$ cat src/rtl/ctl_router_pkg.sv
package ctl_router_pkg;

    localparam int DATA_W  = 64;
    localparam int EL_W    = 2;
    localparam int NV_W    = 3;
    localparam int CLASS_W = 6;
    localparam int OFS_W   = 12;

    localparam logic [DATA_W-1:0]  KEEP_MASK   = 64'h0000_0000_3333_0000;
    localparam logic [CLASS_W-1:0] ACC_CLASS   = 6'h18;
    localparam logic [OFS_W-1:0]   SLOT_OFFSET = 12'h100;
    localparam logic [NV_W-1:0]    NV_DIRECT   = 3'b111;
    localparam logic [NV_W-1:0]    NV_ALIAS    = 3'b101;

    typedef enum logic [2:0] {
        RT_NONE  = 3'd0,
        RT_REG   = 3'd1,
        RT_HYP   = 3'd2,
        RT_MEM   = 3'd3,
        RT_TRAP2 = 3'd4,
        RT_TRAP3 = 3'd5,
        RT_UNDEF = 3'd6
    } route_e;

    typedef struct packed {
        logic            write;
        logic            alias_sel;
        logic [EL_W-1:0] el;
    } req_t;

    typedef struct packed {
        logic            el2_trap;
        logic            el3_trap;
        logic            fg_rd;
        logic            fg_wr;
        logic            fg_en;
        logic [NV_W-1:0] nv;
        logic            host;
    } ctl_t;

    function automatic logic [DATA_W-1:0] keep_bits(input logic [DATA_W-1:0] v);
        return v & KEEP_MASK;
    endfunction

endpackage

$ cat src/rtl/route_decode.sv
module route_decode
    import ctl_router_pkg::*;
#(
    parameter bit HAS_EL3 = 1'b1,
    parameter bit HAS_FGT = 1'b1
) (
    input  logic   valid,
    input  req_t   req,
    input  ctl_t   ctl,
    output route_e route
);
    logic fg_live, fg_hit, el3_hit;

    always_comb begin
        fg_live = HAS_FGT && (!HAS_EL3 || ctl.fg_en);
        fg_hit  = fg_live && (req.write ? ctl.fg_wr : ctl.fg_rd);
        el3_hit = HAS_EL3 && ctl.el3_trap;
    end

    always_comb begin
        route = RT_NONE;
        if (valid) begin
            unique case (req.el)
                2'd0: route = RT_UNDEF;
                2'd1: begin
                    if (req.alias_sel) begin
                        if (ctl.nv == NV_ALIAS)    route = RT_MEM;
                        else if (ctl.nv[0])        route = RT_TRAP2;
                        else                       route = RT_UNDEF;
                    end else begin
                        if (ctl.el2_trap)          route = RT_TRAP2;
                        else if (fg_hit)           route = RT_TRAP2;
                        else if (el3_hit)          route = RT_TRAP3;
                        else if (ctl.nv == NV_DIRECT) route = RT_MEM;
                        else                       route = RT_REG;
                    end
                end
                2'd2: begin
                    if (req.alias_sel) begin
                        if (!ctl.host)             route = RT_UNDEF;
                        else if (el3_hit)          route = RT_TRAP3;
                        else                       route = RT_REG;
                    end else begin
                        if (el3_hit)               route = RT_TRAP3;
                        else if (ctl.host)         route = RT_HYP;
                        else                       route = RT_REG;
                    end
                end
                default: begin
                    if (req.alias_sel && !ctl.host) route = RT_UNDEF;
                    else                            route = RT_REG;
                end
            endcase
        end
    end
endmodule

$ cat src/rtl/ctl_reg_store.sv
module ctl_reg_store
    import ctl_router_pkg::*;
(
    input  logic              clk,
    input  logic              rst,
    input  logic              wr_en,
    input  logic [DATA_W-1:0] wdata,
    output logic [DATA_W-1:0] q
);
    always_ff @(posedge clk) begin
        if (rst)        q <= '0;
        else if (wr_en) q <= keep_bits(wdata);
    end


    store_write_chk: assert property (@(posedge clk) disable iff (rst)
        (!$past(rst) && $past(wr_en)) |-> (q == ($past(wdata) & KEEP_MASK)));


    store_hold_chk: assert property (@(posedge clk) disable iff (rst)
        (!$past(rst) && !$past(wr_en)) |-> $stable(q));
endmodule

$ cat src/rtl/ctl_access_router.sv
module ctl_access_router
    import ctl_router_pkg::*;
#(
    parameter bit HAS_EL3 = 1'b1,
    parameter bit HAS_FGT = 1'b1
) (
    input  logic               clk,
    input  logic               rst,
    input  logic               req_valid,
    input  logic               req_write,
    input  logic               req_alias,
    input  logic [EL_W-1:0]    req_el,
    input  logic [DATA_W-1:0]  req_wdata,
    input  logic               el2_acc_trap,
    input  logic               el3_acc_trap,
    input  logic               fg_rd_trap,
    input  logic               fg_wr_trap,
    input  logic               fg_el3_enable,
    input  logic [NV_W-1:0]    nv_mode,
    input  logic               in_host,
    output logic               out_reg,
    output logic               out_hyp,
    output logic               out_mem,
    output logic               out_trap,
    output logic               trap_to_el3,
    output logic [CLASS_W-1:0] trap_class,
    output logic [OFS_W-1:0]   mem_offset,
    output logic               out_undef,
    output logic [DATA_W-1:0]  rd_data
);
    req_t              req;
    ctl_t              ctl;
    route_e            route;
    logic [DATA_W-1:0] reg_q;
    logic              wr_en;

    assign req = '{write: req_write, alias_sel: req_alias, el: req_el};
    assign ctl = '{el2_trap: el2_acc_trap, el3_trap: el3_acc_trap,
                   fg_rd: fg_rd_trap, fg_wr: fg_wr_trap, fg_en: fg_el3_enable,
                   nv: nv_mode, host: in_host};

    route_decode #(.HAS_EL3(HAS_EL3), .HAS_FGT(HAS_FGT)) u_decode (
        .valid (req_valid),
        .req   (req),
        .ctl   (ctl),
        .route (route)
    );

    assign wr_en = (route == RT_REG) && req_write;

    ctl_reg_store u_store (
        .clk   (clk),
        .rst   (rst),
        .wr_en (wr_en),
        .wdata (req_wdata),
        .q     (reg_q)
    );

    always_comb begin
        out_reg     = (route == RT_REG);
        out_hyp     = (route == RT_HYP);
        out_mem     = (route == RT_MEM);
        out_trap    = (route == RT_TRAP2) || (route == RT_TRAP3);
        trap_to_el3 = (route == RT_TRAP3);
        out_undef   = (route == RT_UNDEF);
        trap_class  = out_trap ? ACC_CLASS : '0;
        mem_offset  = out_mem ? SLOT_OFFSET : '0;
        rd_data     = (out_reg && !req_write) ? reg_q : '0;
    end


    one_outcome_chk: assert property (@(posedge clk) disable iff (rst)
        req_valid |-> ($countones({out_reg, out_hyp, out_mem, out_trap, out_undef}) == 1));


    idle_quiet_chk: assert property (@(posedge clk) disable iff (rst)
        !req_valid |-> !(out_reg || out_hyp || out_mem || out_trap || out_undef));


    el0_undef_chk: assert property (@(posedge clk) disable iff (rst)
        (req_valid && req_el == 2'd0) |-> out_undef);


    trap_class_chk: assert property (@(posedge clk) disable iff (rst)
        out_trap |-> (trap_class == 6'h18));


    el3_direct_chk: assert property (@(posedge clk) disable iff (rst)
        (req_valid && req_el == 2'd3 && !req_alias) |-> out_reg);


    reserved_zero_chk: assert property (@(posedge clk) disable iff (rst)
        (out_reg && !req_write) |-> ((rd_data & ~KEEP_MASK) == '0));
endmodule

$ cat config.mk
export PLATFORM = sky130hd
export DESIGN_NAME = ctl_access_router
export DESIGN_NICKNAME = d
export VERILOG_FILES = /design/src/rtl/ctl_router_pkg.sv /design/src/rtl/route_decode.sv /design/src/rtl/ctl_reg_store.sv /design/src/rtl/ctl_access_router.sv
export SDC_FILE = /design/constraint.sdc
export NUM_CORES = 1
export LEC_CHECK = 0
export CORE_MARGIN = 3
export CORE_UTILIZATION = 25
export CTS_CLUSTER_SIZE = 40
export DETAILED_ROUTE_END_ITERATION = 12
export PLACE_DENSITY = 0.91
export SETUP_SLACK_MARGIN = 0.1
export SKIP_LAST_GASP = 1
export SYNTH_ARGS = -nofsm -noshare
export SYNTH_HDL_FRONTEND = slang
export SYNTH_SLANG_ARGS = --single-unit
$ cat constraint.sdc
create_clock -name clk -period 2.8 [get_ports clk]
set_input_delay 0.42 -clock clk [delete_from_list [all_inputs] [get_ports clk]]
set_output_delay 0.42 -clock clk [all_outputs]
set_load 0.02 [all_outputs]
==> results.py <==
metrics = {
    "die": {
        "initial_core_util_pct": 26.7,
        "rows": 24,
        "io_pins": 168,
        "die_x_um": 75.3,
        "die-area_mm2": 0.00567,
        "core_area_mm2": 0.00450,
        "die_y_um": 75.3,
    },
    "clock_tree": {
        "root_buffer": "clkbuf_8",
        "cts_sinks": 8,
        "numCtsBuffers": 3,
        "clockBufferDepth": 2,
        "tritoncts": "done",
        "clock_latency_ps": 220,
        "htree_num_levels": 1,
        "cts.clk_slew.worst_paths_ps": 40,
        "cts_hold_buf": 0,
    },
    "logic_synthesis": {
        "avgSynthCellArea_um2": 8.01,
        "synth_area_leaders": "buf_4 (46%), dfxtp_1 (13%), nand2b_1 (9.4%)",
        "ys_types": 32,
        "syn_inst": 150,
        "ys_warn_count": 0,
        "synth_largest_area_cell": "buf_4",
        "yosysTopAreaCellShare_pct": 46.3,
        "yosysMostFrequentCell": "buf_4",
        "yosysSeqAreaShare_pct": 13.3,
        "ys.flop_type": "dfxtp_1",
        "ys_ff_latch": 8,
        "synth_edf_count": 0,
        "synthArstFlopShare_pct": 0,
        "yosys-top-cells-count": "buf_4 (74), nand2b_1 (18), and2_1 (9)",
        "synth.cell_area_mm2": 0.00120,
    },
    "layout": {
        "synthToLayoutAreaGrowth_pct": 27.4,
        "final_util_pct": 34.0,
        "antennaDiodeCount": 0,
        "fill_cells": 488,
        "top_regs": "u_store.q (8)",
        "drive_gt1_share_pct": 24.1,
        "largest-register": "u_store.q",
        "final_nets": 281,
        "design_area_mm2": 0.00153,
        "largest_reg_flops": 8,
    },
    "timing": {
        "layout_worst_path_cycle_share_pct": 94.6,
        "finalMaxSlewViolations": 0,
        "max_freq_ghz": 0.377,
        "setup-violations-final": 0,
        "skew_ps": 0,
        "fin_crit_ps": 2650,
        "hold_viol_final": 0,
        "rsz0062_at_grt": "false",
    },
    "power_and_ir_drop": {
        "p_leak_nw": 0.767,
        "pwr_density_cell_mw_per_mm2": 296,
        "peakVddDrop_mv": 0.0976,
    },
    "routing": {
        "wirelength_mm": 2.63,
        "avgViaCountPerCell": 3.71,
        "vias": 932,
        "wl_per_cell_um": 10.5,
        "drt_iter0_drc": 30,
        "ant_nets": 0,
        "drc": 0,
        "dr.pass1.iters": 2,
    },
    "setup_path": {
        "cp_cell_sequence": "dlygate4sd2_1, or4b_4, nor3b_4, o31a_1, and4b_2, and2_4, buf_6",
        "crit_buf_inv": 2,
        "critPathCaptureType": "primary output",
        "critPathSlowestCell": "or4b_4",
        "critical-path-max-stage-delay_ps": 460,
        "crit_family": "simple AND/OR/NAND/NOR gates",
        "start_kind": "primary input",
        "critPathMaxFanout": 8,
        "crit_type": "primary input to primary output",
        "cp.required_ps": 2380,
        "arrival_ps": 2230,
    },
    "global_routing": {
        "grt_first_pass_wirelength_mm": 3.47,
        "grtUsageMet2_pct": 16.9,
        "gr-usage-met1_pct": 6.81,
        "grt.busiest_layer": "met2",
        "grt_use_met3_pct": 1.32,
        "overflow": 0,
        "antenna_found_initial": 0,
        "grt_usage_pct": 7.78,
        "grt_pass1_vias": 793,
        "grt_max_degree": 17,
    },
    "worst_hold_path": {
        "worstHoldPathType": "register to register",
    },
    "placement": {
        "dpl_cell_area_mm2": 0.00142,
        "port_buffers": 40,
        "hpwl_mm": 2.07,
        "gp_congestion": 0.673,
    },
    "outcome": {
        "run_status": "finished, final reports clean",
    },
    "run": {
        "maxCapViolations": 0,
    },
}
==> metal layers <==
layer	part of all wire [%]	up-vias	routed length, µm
met5	0	-	0
met4	0.72	0	19
met3	10	2	264
met2	59	60	1550
met1	30	425	796
li1	-	445	-
==> stage by stage <==
step	setup TNS, ps	std cells	power [mW]	setup WS [ps]	hold WS [ps]
5_1_grt	0	251	0.477	80.3	489
4_1_cts	0	249	0.452	107	472
2_1_floorplan	0	220	0.326	469	444
6_report	0	251	0.453	150	468
3_3_place_gp	-7300	244	0.310	-626	454
3_5_place_dp	-8340	244	0.313	-709	460
==> kinds of logic (layout without fill, tap and decap cells) <==
logic type,Yosys count,after routing,synth area share [%]
flops,8,8,13.3
compound gates,8,8,5.21
buf+inv,78,57,48.2
other cells,1,71,0.312
mux,9,9,7.60
simple gates,46,46,25.3
==> layout make-up <==
cell class / instances / area, µm² / area share (%)
inverter: 1 / 3.75 / 0.245
tap: 52 / 65.1 / 4.25
sequential: 8 / 160 / 10.5
multi-input combinational: 134 / 786 / 51.3
clock buffer: 3 / 41.3 / 2.70
timing repair buffer: 53 / 474 / 31.0
==> final timing paths <==
kind	end	startpoint	slack [ps]	cells after the start
max reg2reg	u_store.q[24]$_SDFFE_PP0P_	u_store.q[24]$_SDFFE_PP0P_	2200	2
max	rd_data[28]	in_host	150	7
min	u_store.q[28]$_SDFFE_PP0P_	u_store.q[28]$_SDFFE_PP0P_	470	2
min reg2reg	u_store.q[28]$_SDFFE_PP0P_	u_store.q[28]$_SDFFE_PP0P_	470	2
==> power breakdown <==
part	total, mW	internal, mW	switching, mW	leakage [nW]
clock	0.135	0.0928	0.0421	0.0216
combinational	0.200	0.0659	0.134	0.681
sequential	0.119	0.117	0.00144	0.0647
total	0.453	0.276	0.177	0.767
==> repair_timing <==
item,in CTS,in global routing
pin swaps,14,5
gates resized for setup,83,9
buffers inserted,2,2
gates cloned,0,0
setup endpoints to repair,17,10
==> worst register-to-register path: cells and delay by family, from the launching register on <==
family / cells / cell delay [ps]
multiplexers: 1 / 120
flip-flops: 1 / 340
AND/OR/NAND/NOR: 1 / 60
==> cell usage in the layout, fill, tap and decap left out, drive strengths merged, types with 2 or more instances in the layout <==
master / Yosys / routed
conb: 1 / 71
buf: 76 / 21
dfxtp: 8 / 8
dlygate4sd2: 0 / 11
clkbuf: 1 / 7
nand4b: 2 / 2
a211oi: 2 / 2
nand2b: 18 / 18
and2: 9 / 9
nor2: 4 / 4
and3: 2 / 2
clkdlybuf4s50: 0 / 16
mux2i: 8 / 8
or4b: 2 / 2
No activity file was read; power rests on OpenSTA's default activity.
